==> src/rtl/scif_pkg.sv <==
package scif_pkg;

    // Power state code seen on the status port.
    typedef enum logic [1:0] {
        PWR_NORMAL  = 2'b00,
        PWR_PARTIAL = 2'b01,
        PWR_UNCAL   = 2'b10
    } pwr_e;

    // Outcome of a frame when the start line returns high.
    typedef enum logic [1:0] {
        END_ABORT    = 2'b00,
        END_SLEEP    = 2'b01,
        END_COMPLETE = 2'b10
    } end_e;

    // Edge events of one sampled input.
    typedef struct packed {
        logic rise;
        logic fall;
    } edge_t;

    // Decide what a frame that ended after n rising edges means.
    function automatic end_e classify(input int n, input pwr_e st,
                                      input int lo, input int keep);
        if (n < lo)
            return END_ABORT;
        else if (n >= keep)
            return END_COMPLETE;
        else if (st == PWR_UNCAL)
            return END_ABORT;
        else
            return END_SLEEP;
    endfunction

endpackage

==> src/rtl/scif_edge.sv <==
module scif_edge
    import scif_pkg::*;
#(
    parameter int          N    = 2,
    parameter logic [N-1:0] IDLE = '0
) (
    input  logic              clk,
    input  logic              rst,
    input  logic [N-1:0]      din,
    output edge_t [N-1:0]     ev
);

    logic [N-1:0] prev_q;

    always_ff @(posedge clk) begin
        if (rst)
            prev_q <= IDLE;
        else
            prev_q <= din;
    end

    for (genvar i = 0; i < N; i++) begin : g_edge
        assign ev[i].rise = din[i] & ~prev_q[i];
        assign ev[i].fall = ~din[i] & prev_q[i];
    end

endmodule

==> src/rtl/scif_frame.sv <==
module scif_frame
    import scif_pkg::*;
#(
    parameter int DATA_W = 10,
    parameter int SUB_W  = 2,
    parameter int LEAD_Z = 3,
    parameter int CNT_W  = 6
) (
    input  logic              clk,
    input  logic              rst,
    input  edge_t             cnv_ev,
    input  edge_t             sck_ev,
    input  logic [DATA_W-1:0] sample,
    input  logic [SUB_W-1:0]  sub_bits,
    output logic              dout,
    output logic              dout_oe,
    output logic              start,
    output logic              end_vld,
    output logic [CNT_W-1:0]  end_cnt
);

    localparam int WORD_W    = DATA_W + SUB_W;
    localparam int MSB_EDGE  = LEAD_Z + 1;
    localparam int LAST_EDGE = MSB_EDGE + WORD_W;
    localparam logic [CNT_W-1:0] CNT_MAX = {CNT_W{1'b1}};
    localparam logic [CNT_W-1:0] LAST_C  = CNT_W'(LAST_EDGE);

    logic              active;
    logic              done;
    logic [CNT_W-1:0]  cnt;
    logic [CNT_W-1:0]  cnt_inc;
    logic [WORD_W-1:0] cap;

    // Bit presented after the k-th rising edge.
    function automatic logic bit_at(input logic [CNT_W-1:0] k,
                                    input logic [WORD_W-1:0] w);
        int kk;
        kk = int'(k);
        if (kk >= MSB_EDGE && kk < LAST_EDGE)
            return w[LAST_EDGE - 1 - kk];
        else
            return 1'b0;
    endfunction

    assign cnt_inc = (cnt == CNT_MAX) ? cnt : cnt + 1'b1;
    assign start   = ~active & cnv_ev.fall;
    assign end_vld = active & cnv_ev.rise;
    assign end_cnt = sck_ev.rise ? cnt_inc : cnt;

    always_ff @(posedge clk) begin
        if (rst) begin
            active  <= 1'b0;
            done    <= 1'b0;
            dout_oe <= 1'b0;
            dout    <= 1'b0;
            cnt     <= '0;
            cap     <= '0;
        end else if (!active) begin
            if (cnv_ev.fall) begin
                active  <= 1'b1;
                done    <= 1'b0;
                dout_oe <= 1'b1;
                dout    <= 1'b0;
                cnt     <= '0;
                cap     <= {sample, sub_bits};
            end
        end else if (cnv_ev.rise) begin
            active  <= 1'b0;
            done    <= 1'b0;
            dout_oe <= 1'b0;
            dout    <= 1'b0;
        end else begin
            if (sck_ev.rise) begin
                cnt <= cnt_inc;
                if (done) begin
                    dout_oe <= 1'b0;
                    dout    <= 1'b0;
                end else begin
                    dout <= bit_at(cnt_inc, cap);
                end
            end
            if (sck_ev.fall && cnt >= LAST_C)
                done <= 1'b1;
        end
    end

endmodule

==> src/rtl/scif_power.sv <==
module scif_power
    import scif_pkg::*;
#(
    parameter int CNT_W   = 6,
    parameter int LO_EDGE = 3,
    parameter int KEEP    = 14
) (
    input  logic             clk,
    input  logic             rst,
    input  logic             start,
    input  logic             end_vld,
    input  logic [CNT_W-1:0] end_cnt,
    output pwr_e             state,
    output logic             calibrated,
    output logic             data_valid,
    output logic             frame_err
);

    end_e verdict;

    assign verdict = classify(int'(end_cnt), state, LO_EDGE, KEEP);

    always_ff @(posedge clk) begin
        if (rst) begin
            state      <= PWR_UNCAL;
            calibrated <= 1'b0;
            data_valid <= 1'b0;
            frame_err  <= 1'b0;
        end else begin
            frame_err <= 1'b0;
            if (start)
                data_valid <= calibrated;
            if (end_vld) begin
                case (verdict)
                    END_ABORT:    frame_err <= 1'b1;
                    END_SLEEP:    state     <= PWR_PARTIAL;
                    END_COMPLETE: begin
                        state      <= PWR_NORMAL;
                        calibrated <= 1'b1;
                    end
                    default: ;
                endcase
            end
        end
    end

endmodule

==> src/rtl/scif_top.sv <==
module scif_top
    import scif_pkg::*;
#(
    parameter int DATA_W = 10,
    parameter int SUB_W  = 2,
    parameter int LEAD_Z = 3
) (
    input  logic              clk,
    input  logic              rst,
    input  logic              cnvst_n,
    input  logic              sclk,
    input  logic [DATA_W-1:0] sample,
    input  logic [SUB_W-1:0]  sub_bits,
    output logic              dout,
    output logic              dout_oe,
    output logic [1:0]        pwr_state,
    output logic              calibrated,
    output logic              data_valid,
    output logic              frame_err
);

    localparam int LAST_EDGE = LEAD_Z + 1 + DATA_W + SUB_W;
    localparam int KEEP_EDGE = LEAD_Z + 1 + DATA_W;
    localparam int CNT_W     = $clog2(LAST_EDGE + 2) + 1;

    edge_t [1:0]      ev;
    logic             start;
    logic             end_vld;
    logic [CNT_W-1:0] end_cnt;
    pwr_e             state;

    // Bit 0: start line (idles high), bit 1: serial clock (idles low).
    scif_edge #(
        .N    (2),
        .IDLE (2'b01)
    ) u_edge (
        .clk (clk),
        .rst (rst),
        .din ({sclk, cnvst_n}),
        .ev  (ev)
    );

    scif_frame #(
        .DATA_W (DATA_W),
        .SUB_W  (SUB_W),
        .LEAD_Z (LEAD_Z),
        .CNT_W  (CNT_W)
    ) u_frame (
        .clk      (clk),
        .rst      (rst),
        .cnv_ev   (ev[0]),
        .sck_ev   (ev[1]),
        .sample   (sample),
        .sub_bits (sub_bits),
        .dout     (dout),
        .dout_oe  (dout_oe),
        .start    (start),
        .end_vld  (end_vld),
        .end_cnt  (end_cnt)
    );

    scif_power #(
        .CNT_W   (CNT_W),
        .LO_EDGE (LEAD_Z),
        .KEEP    (KEEP_EDGE)
    ) u_power (
        .clk        (clk),
        .rst        (rst),
        .start      (start),
        .end_vld    (end_vld),
        .end_cnt    (end_cnt),
        .state      (state),
        .calibrated (calibrated),
        .data_valid (data_valid),
        .frame_err  (frame_err)
    );

    assign pwr_state = state;

endmodule

==> config.mk <==
export PLATFORM = sky130hd
export DESIGN_NAME = scif_top
export DESIGN_NICKNAME = d
export VERILOG_FILES = /design/src/rtl/scif_pkg.sv /design/src/rtl/scif_edge.sv /design/src/rtl/scif_frame.sv /design/src/rtl/scif_power.sv /design/src/rtl/scif_top.sv
export SDC_FILE = /design/constraint.sdc
export NUM_CORES = 1
export LEC_CHECK = 0
export ABC_AREA = 1
export BUFFER_PORTS_ARGS = -buffer_cell sky130_fd_sc_hd__clkbuf_2
export CAP_MARGIN = 30
export CORE_ASPECT_RATIO = 1.5
export CORE_MARGIN = 2
export CORE_UTILIZATION = 40
export CTS_CLUSTER_SIZE = 28
export DETAILED_ROUTE_END_ITERATION = 16
export PLACE_DENSITY = 0.56
export SYNTH_ARGS = -nofsm -noshare
export SYNTH_HDL_FRONTEND = slang
export SYNTH_SLANG_ARGS = --single-unit
==> constraint.sdc <==
create_clock -name clk -period 3.7 [get_ports clk]
set_clock_uncertainty 0.15 [all_clocks]
set_input_delay 0.37 -clock clk [delete_from_list [all_inputs] [get_ports clk]]
set_output_delay 0.37 -clock clk [all_outputs]
set_load 0.01 [all_outputs]
==> reports/qor.txt, run 1 <==
Setup violators final = 0
R2R cell count = 14
Setup repair bufs after CTS = 0
# H-tree levels = 2
Cell Chain, Critical Path = ha_1 > nand2_2 > nor2_4 > nand2_2 > nand2_1 > nand2_1 > o21ai_1 > nor2_1 > a22oi_1 > nand2_1 > ha_1 > nand2_1 > o21ai_0 > a21oi_1
Primary FF master, synth = dfxtp_1
Vias per cell = 4.86
Synthesis warning total = 0
First-pass GRT wire length = 5.89 mm
Tcrit/Tclk final = 0.703
Mapped cell area = 0.00154 mm²
Die Y = 80 µm
Drt pass-1 iters = 4
Fmax = 384 MHz
Comb power frac = 0.106
Sequential power share = 0.496
Fillcell total = 382
Register area share after synthesis = 0.377
Pint = 499 µW
Initial antenna violation count = 0
CTS tree = yes
PwrDens = 379 mW/mm²
Crit path kind = register to register
Area leader, netlist = dfxtp_1
Area grow syn2layout = 15.5%
WL/cell = 11.8 µm
Synth async-reset ratio = 0
Final #Nets = 273
Detail Route Antenna Nets = 0
DR iter-0 viols = 32
Root Buffer = clkbuf_8
Cell with the most instances after synthesis = nand2_1
DRC Markers = 0
Sw power = 174 µW
HP Class = input pin to register
Initial Util = 0.418
Seq cells post-synth = 29
Max-slew headroom = 0.611
Distinct cells, synth = 28
Hold Buf Count CTS = 0
Crit path capture type = register
Fin cells = 297
Die area = 0.00437 mm²
Pwr Total = 674 µW
Worst VDD drop = 0.277 mV
Crit start category = register
CP dominant cell by count = nand2_1
Num Clock Sinks = 29
Post-route core utilization = 0.483
ANT cells = 0
Top post-synthesis cells by count = nand2_1, inv_1, dfxtp_1, nor2_1, o21ai_0
Synth top area share = 0.377
Syn_nets = 248
Via Count = 1444
Ranking of synthesized cells by area = dfxtp_1, nand2_1, inv_1, nor2_1, o21ai_0
Clock network power share = 0.398
# rows = 27
Sw Share = 0.259
Total track usage = 0.189
Worst-Skew Late Latency = 0.29 ns
# resized after CTS = 0
Cts bufs inserted = 5
WHS Path Cells = 3
Required @ worst endpoint = 3.73 ns
Tmin final = 2.60 ns
Post-Syn Instances = 229
Placed Cells incl. Taps = 290
Die Wd = 54.7 µm
IO Count = 23
Number of synthesized flops with an enable pin = 0
CP max stage delay = 0.48 ns
Final Hold Violating Endpoints = 0
Layout cells sized above 1 = 0.173
Hold slack = 0.137 ns
Core region area = 0.00368 mm²
Max_cap viols = 0
Congestion Overflow GR = 0
Critical path's slowest cell = dfxtp_1
Syn avg cell area = 6.73 µm²
Final TNS setup = 0 ns
Status = finished, final reports clean
Largest net degree at the start of global routing = 22
Port-buffer cells = 22
Number of global-route vias before repair = 1375
HPWL Detailed = 2.68 mm
Critical Path AT = 2.63 ns
Crit Path Max Fanout = 8
Worst-margin pin slew = 0.583 ns
Max-slew violation count = 0
Total Wirelength = 3.51 mm
RSZ-0062 raised after global routing = false
CTS clk-pin slew, worst paths = 0.06 ns
Final Wtd Congestion = 0.908
Max clock buf depth = 2
Leakage power = 0.000773 µW
flip-flops by register name, indices dropped and copies added, names as in the netlist:
name                count
u_power.state           2
u_frame.dout_oe         1
u_edge.prev_q           2
u_power.data_valid      1
u_frame.done            1
u_frame.dout            1
u_frame.cnt             6
u_frame.cap            12
u_frame.active          1
u_power.calibrated      1
u_power.frame_err       1
layout make-up:
type                    instances  area, µm²  area share
multi-input cells             164        825       0.463
flip-flops and latches         29        581       0.326
inverters                      32        120      0.0675
repair buffers                 22        110      0.0619
clock buffers                   6       82.6      0.0464
well taps                      43       53.8      0.0302
clock inverters                 1       7.51     0.00422
kinds of logic (layout without fill, tap and decap cells):
family | after synthesis | after routing | synth area share
and+or+nand+nor | 111 | 111 | 0.323
AOI/OAI and AO/OA | 50 | 50 | 0.188
DFF | 29 | 29 | 0.377
buffers and inverters | 36 | 61 | 0.0877
adders and majority gates | 3 | 3 | 0.0244
worst paths after layout:
| check | start | endpoint | slack (ns) |
|---|---|---|---|
| max reg2reg | u_frame.cnt[0] | u_power.state[0] | 1.10 |
| max | u_frame.cnt[0] | u_power.state[0] | 1.10 |
| min | cnvst_n | u_edge.prev_q[0] | 0.14 |
| min reg2reg | u_frame.cap[7] | u_frame.cap[7] | 0.31 |
critical path, delay by kind of cell (launching register included):
family,cells,cell delay (ns)
AND/OR/NAND/NOR,8,0.79
adder cells (fa/ha/maj),2,0.55
AO/OA/AOI/OAI,4,0.51
flip-flops,1,0.48
metal layers:
layer | global-route usage | vias up | wire (µm)
met3 | 0.0449 | 8 | 134
li1 | - | 785 | -
met5 | 0 | - | 0
met4 | 0.108 | 0 | 118
met1 | 0.206 | 624 | 1560
met2 | 0.317 | 27 | 1700
power groups by stage:
stage | sequential [µW] | clock, µW | combinational (µW)
final | 334 | 268 | 71.5
after global routing | 336 | 288 | 83.8
after CTS | 335 | 275 | 72.6
after detailed placement | 342 | 0 | 72.1
after global placement | 341 | 0 | 72.8
after floorplan | 341 | 0 | 49.8
placed cells by master, fill, tap and decap left out:
master	n
a21oi_2	1
or2_1	1
nand3_2	1
clkinvlp_4	1
a2111oi_0	1
ha_1	3
a22oi_1	1
a21oi_1	16
inv_1	31
dfxtp_1	29
nand2_2	4
and2_1	1
clkbuf_2	22
nand2_4	1
clkbuf_8	6
o21ai_0	19
o21ai_2	1
nand2_1	57
o21ai_1	6
o21bai_4	1
nand4_1	2
nand3_1	10
nor2_1	29
nor2_4	2
o2111ai_1	2
nand3_4	1
nor2_2	2
inv_2	1
o211ai_1	1
o21a_1	1
per-stage QoR:
stage | instance area, µm² | worst slack, ns
final | 1780 | 1.10
after global routing | 1780 | 0.833
after CTS | 1780 | 1.11
after detailed placement | 1690 | 1.13
after global placement | 1690 | 1.19
after floorplan | 1540 | 1.40
(Power assumes the default switching activity.)
==> run 2: changes to the inputs <==
- clock period: 3.7 -> 2.5 ns (I/O delays scaled with it)
==> reports/qor.txt, run 2 (synthesis gave the netlist of run 1 again) <==
Status = finished, final reports clean
PwrDens = 593 mW/mm² (+57%)
Max-slew violation count = 0 (unchanged)
Initial antenna violation count = 0 (unchanged)
RSZ-0062 raised after global routing = false
DR iter-0 viols = 38 (+19%)
Post-route core utilization = 0.510 (+0.0268)
Die area = 0.00437 mm² (unchanged)
HP Class = input pin to register
Crit path capture type = register
Largest net degree at the start of global routing = 22 (unchanged)
Biggest regs = u_frame.cap x12, u_frame.cnt x6
Core region area = 0.00368 mm² (unchanged)
Number of global-route vias before repair = 1311 (-4.7%)
Max clock buf depth = 2 (unchanged)
Root Buffer = clkbuf_8
Crit start category = register
Fin cells = 303 (+2.0%)
CP dominant cell by count = nand2_1
WHS Path Cells = 3 (unchanged)
Total track usage = 0.183 (-0.00589)
Final Wtd Congestion = 0.828 (-8.8%)
WL/cell = 11.9 µm (+0.65%)
First-pass GRT wire length = 5.88 mm (-0.24%)
Detail Route Antenna Nets = 0 (unchanged)
Worst-Skew Late Latency = 0.28 ns (about the same)
HPWL Detailed = 2.76 mm (+2.7%)
Initial Util = 0.418 (unchanged)
DRC Markers = 0 (unchanged)
Placed Cells incl. Taps = 294 (+1.4%)
Layout cells sized above 1 = 0.223 (+0.0498)
Setup violators final = 0 (unchanged)
Critical Path AT = 2.31 ns (-0.32 ns)
Cell Chain, Critical Path = ha_4 > nand2_2 > nor2_4 > nand2_2 > nand2_1 > nand2_1 > o21ai_2 > and2_1 > a21oi_2 > nand2_1 > ha_1 > nand2_1 > o21ai_0 > a21oi_1
Leakage power = 0.000821 µW (+6.1%)
Final Hold Violating Endpoints = 0 (unchanged)
R2R cell count = 14 (unchanged)
Worst-margin pin slew = 0.588 ns (+0.00534 ns)
Tcrit/Tclk final = 0.917 (+0.214)
Largest register by flop count = u_frame.cap
# rows = 27 (unchanged)
Port-buffer cells = 22 (unchanged)
CP max stage delay = 0.34 ns (-0.14 ns)
Max-slew headroom = 0.608 (-0.00356)
# H-tree levels = 2 (unchanged)
Pwr Total = 1110 µW (+65%)
ANT cells = 0 (unchanged)
Tmin final = 2.29 ns (-0.310 ns)
Final #Nets = 278 (+1.8%)
Hold Buf Count CTS = 0 (unchanged)
Most common cell after layout, fill and taps aside = nand2_1
CTS clk-pin slew, worst paths = 0.07 ns (about the same)
Total Wirelength = 3.60 mm (+2.7%)
Critical path's slowest cell = dfxtp_2
Fmax = 436 MHz (+14%)
Vias per cell = 4.87 (+0.26%)
Max reg flops = 12 (unchanged)
Via Count = 1477 (+2.3%)
Final TNS setup = 0 ns (unchanged)
Die Y = 80 µm (unchanged)
Cts bufs inserted = 5 (unchanged)
CTS tree = yes
Drt pass-1 iters = 4 (unchanged)
Commonest cells after routing, fill and taps aside = nand2_1, inv_1, nor2_1
Required @ worst endpoint = 2.52 ns (-1.21 ns)
Area grow syn2layout = 21.9%
Crit path kind = register to register
Worst VDD drop = 0.470 mV (+70%)
Num Clock Sinks = 29 (unchanged)
Hold slack = 0.0237 ns (-0.113 ns)
Max_cap viols = 0 (unchanged)
Flop-to-flop setup slack = 0.21 ns (-0.89 ns)
Congestion Overflow GR = 0 (unchanged)
Crit Path Max Fanout = 5 (-3)
Fillcell total = 404 (+5.8%)
Die Wd = 54.7 µm (unchanged)
IO Count = 23 (unchanged)
## run 2: cell types whose count changed in the layout (fill, tap and decap cells not counted), moves of 3 or more
| cell | delta |
|---|---|
| buf_4 | +5 |
| dfxtp_2 | +3 |
| o21ai_1 | -3 |
| o21ai_2 | +4 |
| dfxtp_1 | -3 |
## run 2: layer usage
metal	up-vias	part of all wire	GRT usage
li1	795	-	-
met1	641	0.44	0.231
met2	37	0.50	0.295
met3	4	0.046	0.0393
met4	0	0.010	0.0675
met5	-	0	0
## run 2: cell type report
cell class                      count  area, µm²  area share
Timing Repair Buffer               27        148      0.0786
Clock inverter                      1       30.0      0.0160
Tap cell                           43       53.8      0.0286
Multi-Input combinational cell    164        852       0.454
Clock buffer                        7       86.3      0.0460
Inverter                           32        124      0.0660
Sequential cell                    29        584       0.311
## run 2: worst max-delay path, delay by kind of cell (launching register included)
kind	cells	cell delay, ns
AO/OA/AOI/OAI	4	0.47
AND/OR/NAND/NOR	8	0.79
adder cells (fa/ha/maj)	2	0.44
flip-flops	1	0.34
## run 2: final timing paths
| check | to | startpoint |
|---|---|---|
| worst max-delay path | u_power.state[0] | u_frame.cnt[1] |
| worst min-delay path | u_edge.prev_q[0] | cnvst_n |
| worst max register to register | u_power.state[0] | u_frame.cnt[1] |
| worst min register to register | u_frame.cap[8] | u_frame.cap[8] |
## run 2: what timing repair did
item / CTS / global route
buffers inserted: 0 / 1
setup endpoints to repair: 0 / 3
resized for setup: 0 / 11
## run 2: power by group
group | switching (µW) | internal (µW)
clock network | 181 | 325
logic | 72.1 | 42.0
registers | 9.10 | 485
total | 262 | 852
## run 2: stage by stage
stage               setup slack, ns  area (µm²)
floorplan                     0.195        1540
global placement              0.150        1720
detailed placement           0.0943        1720
CTS                          0.0917        1840
global route                0.00432        1880
finish                        0.207        1880
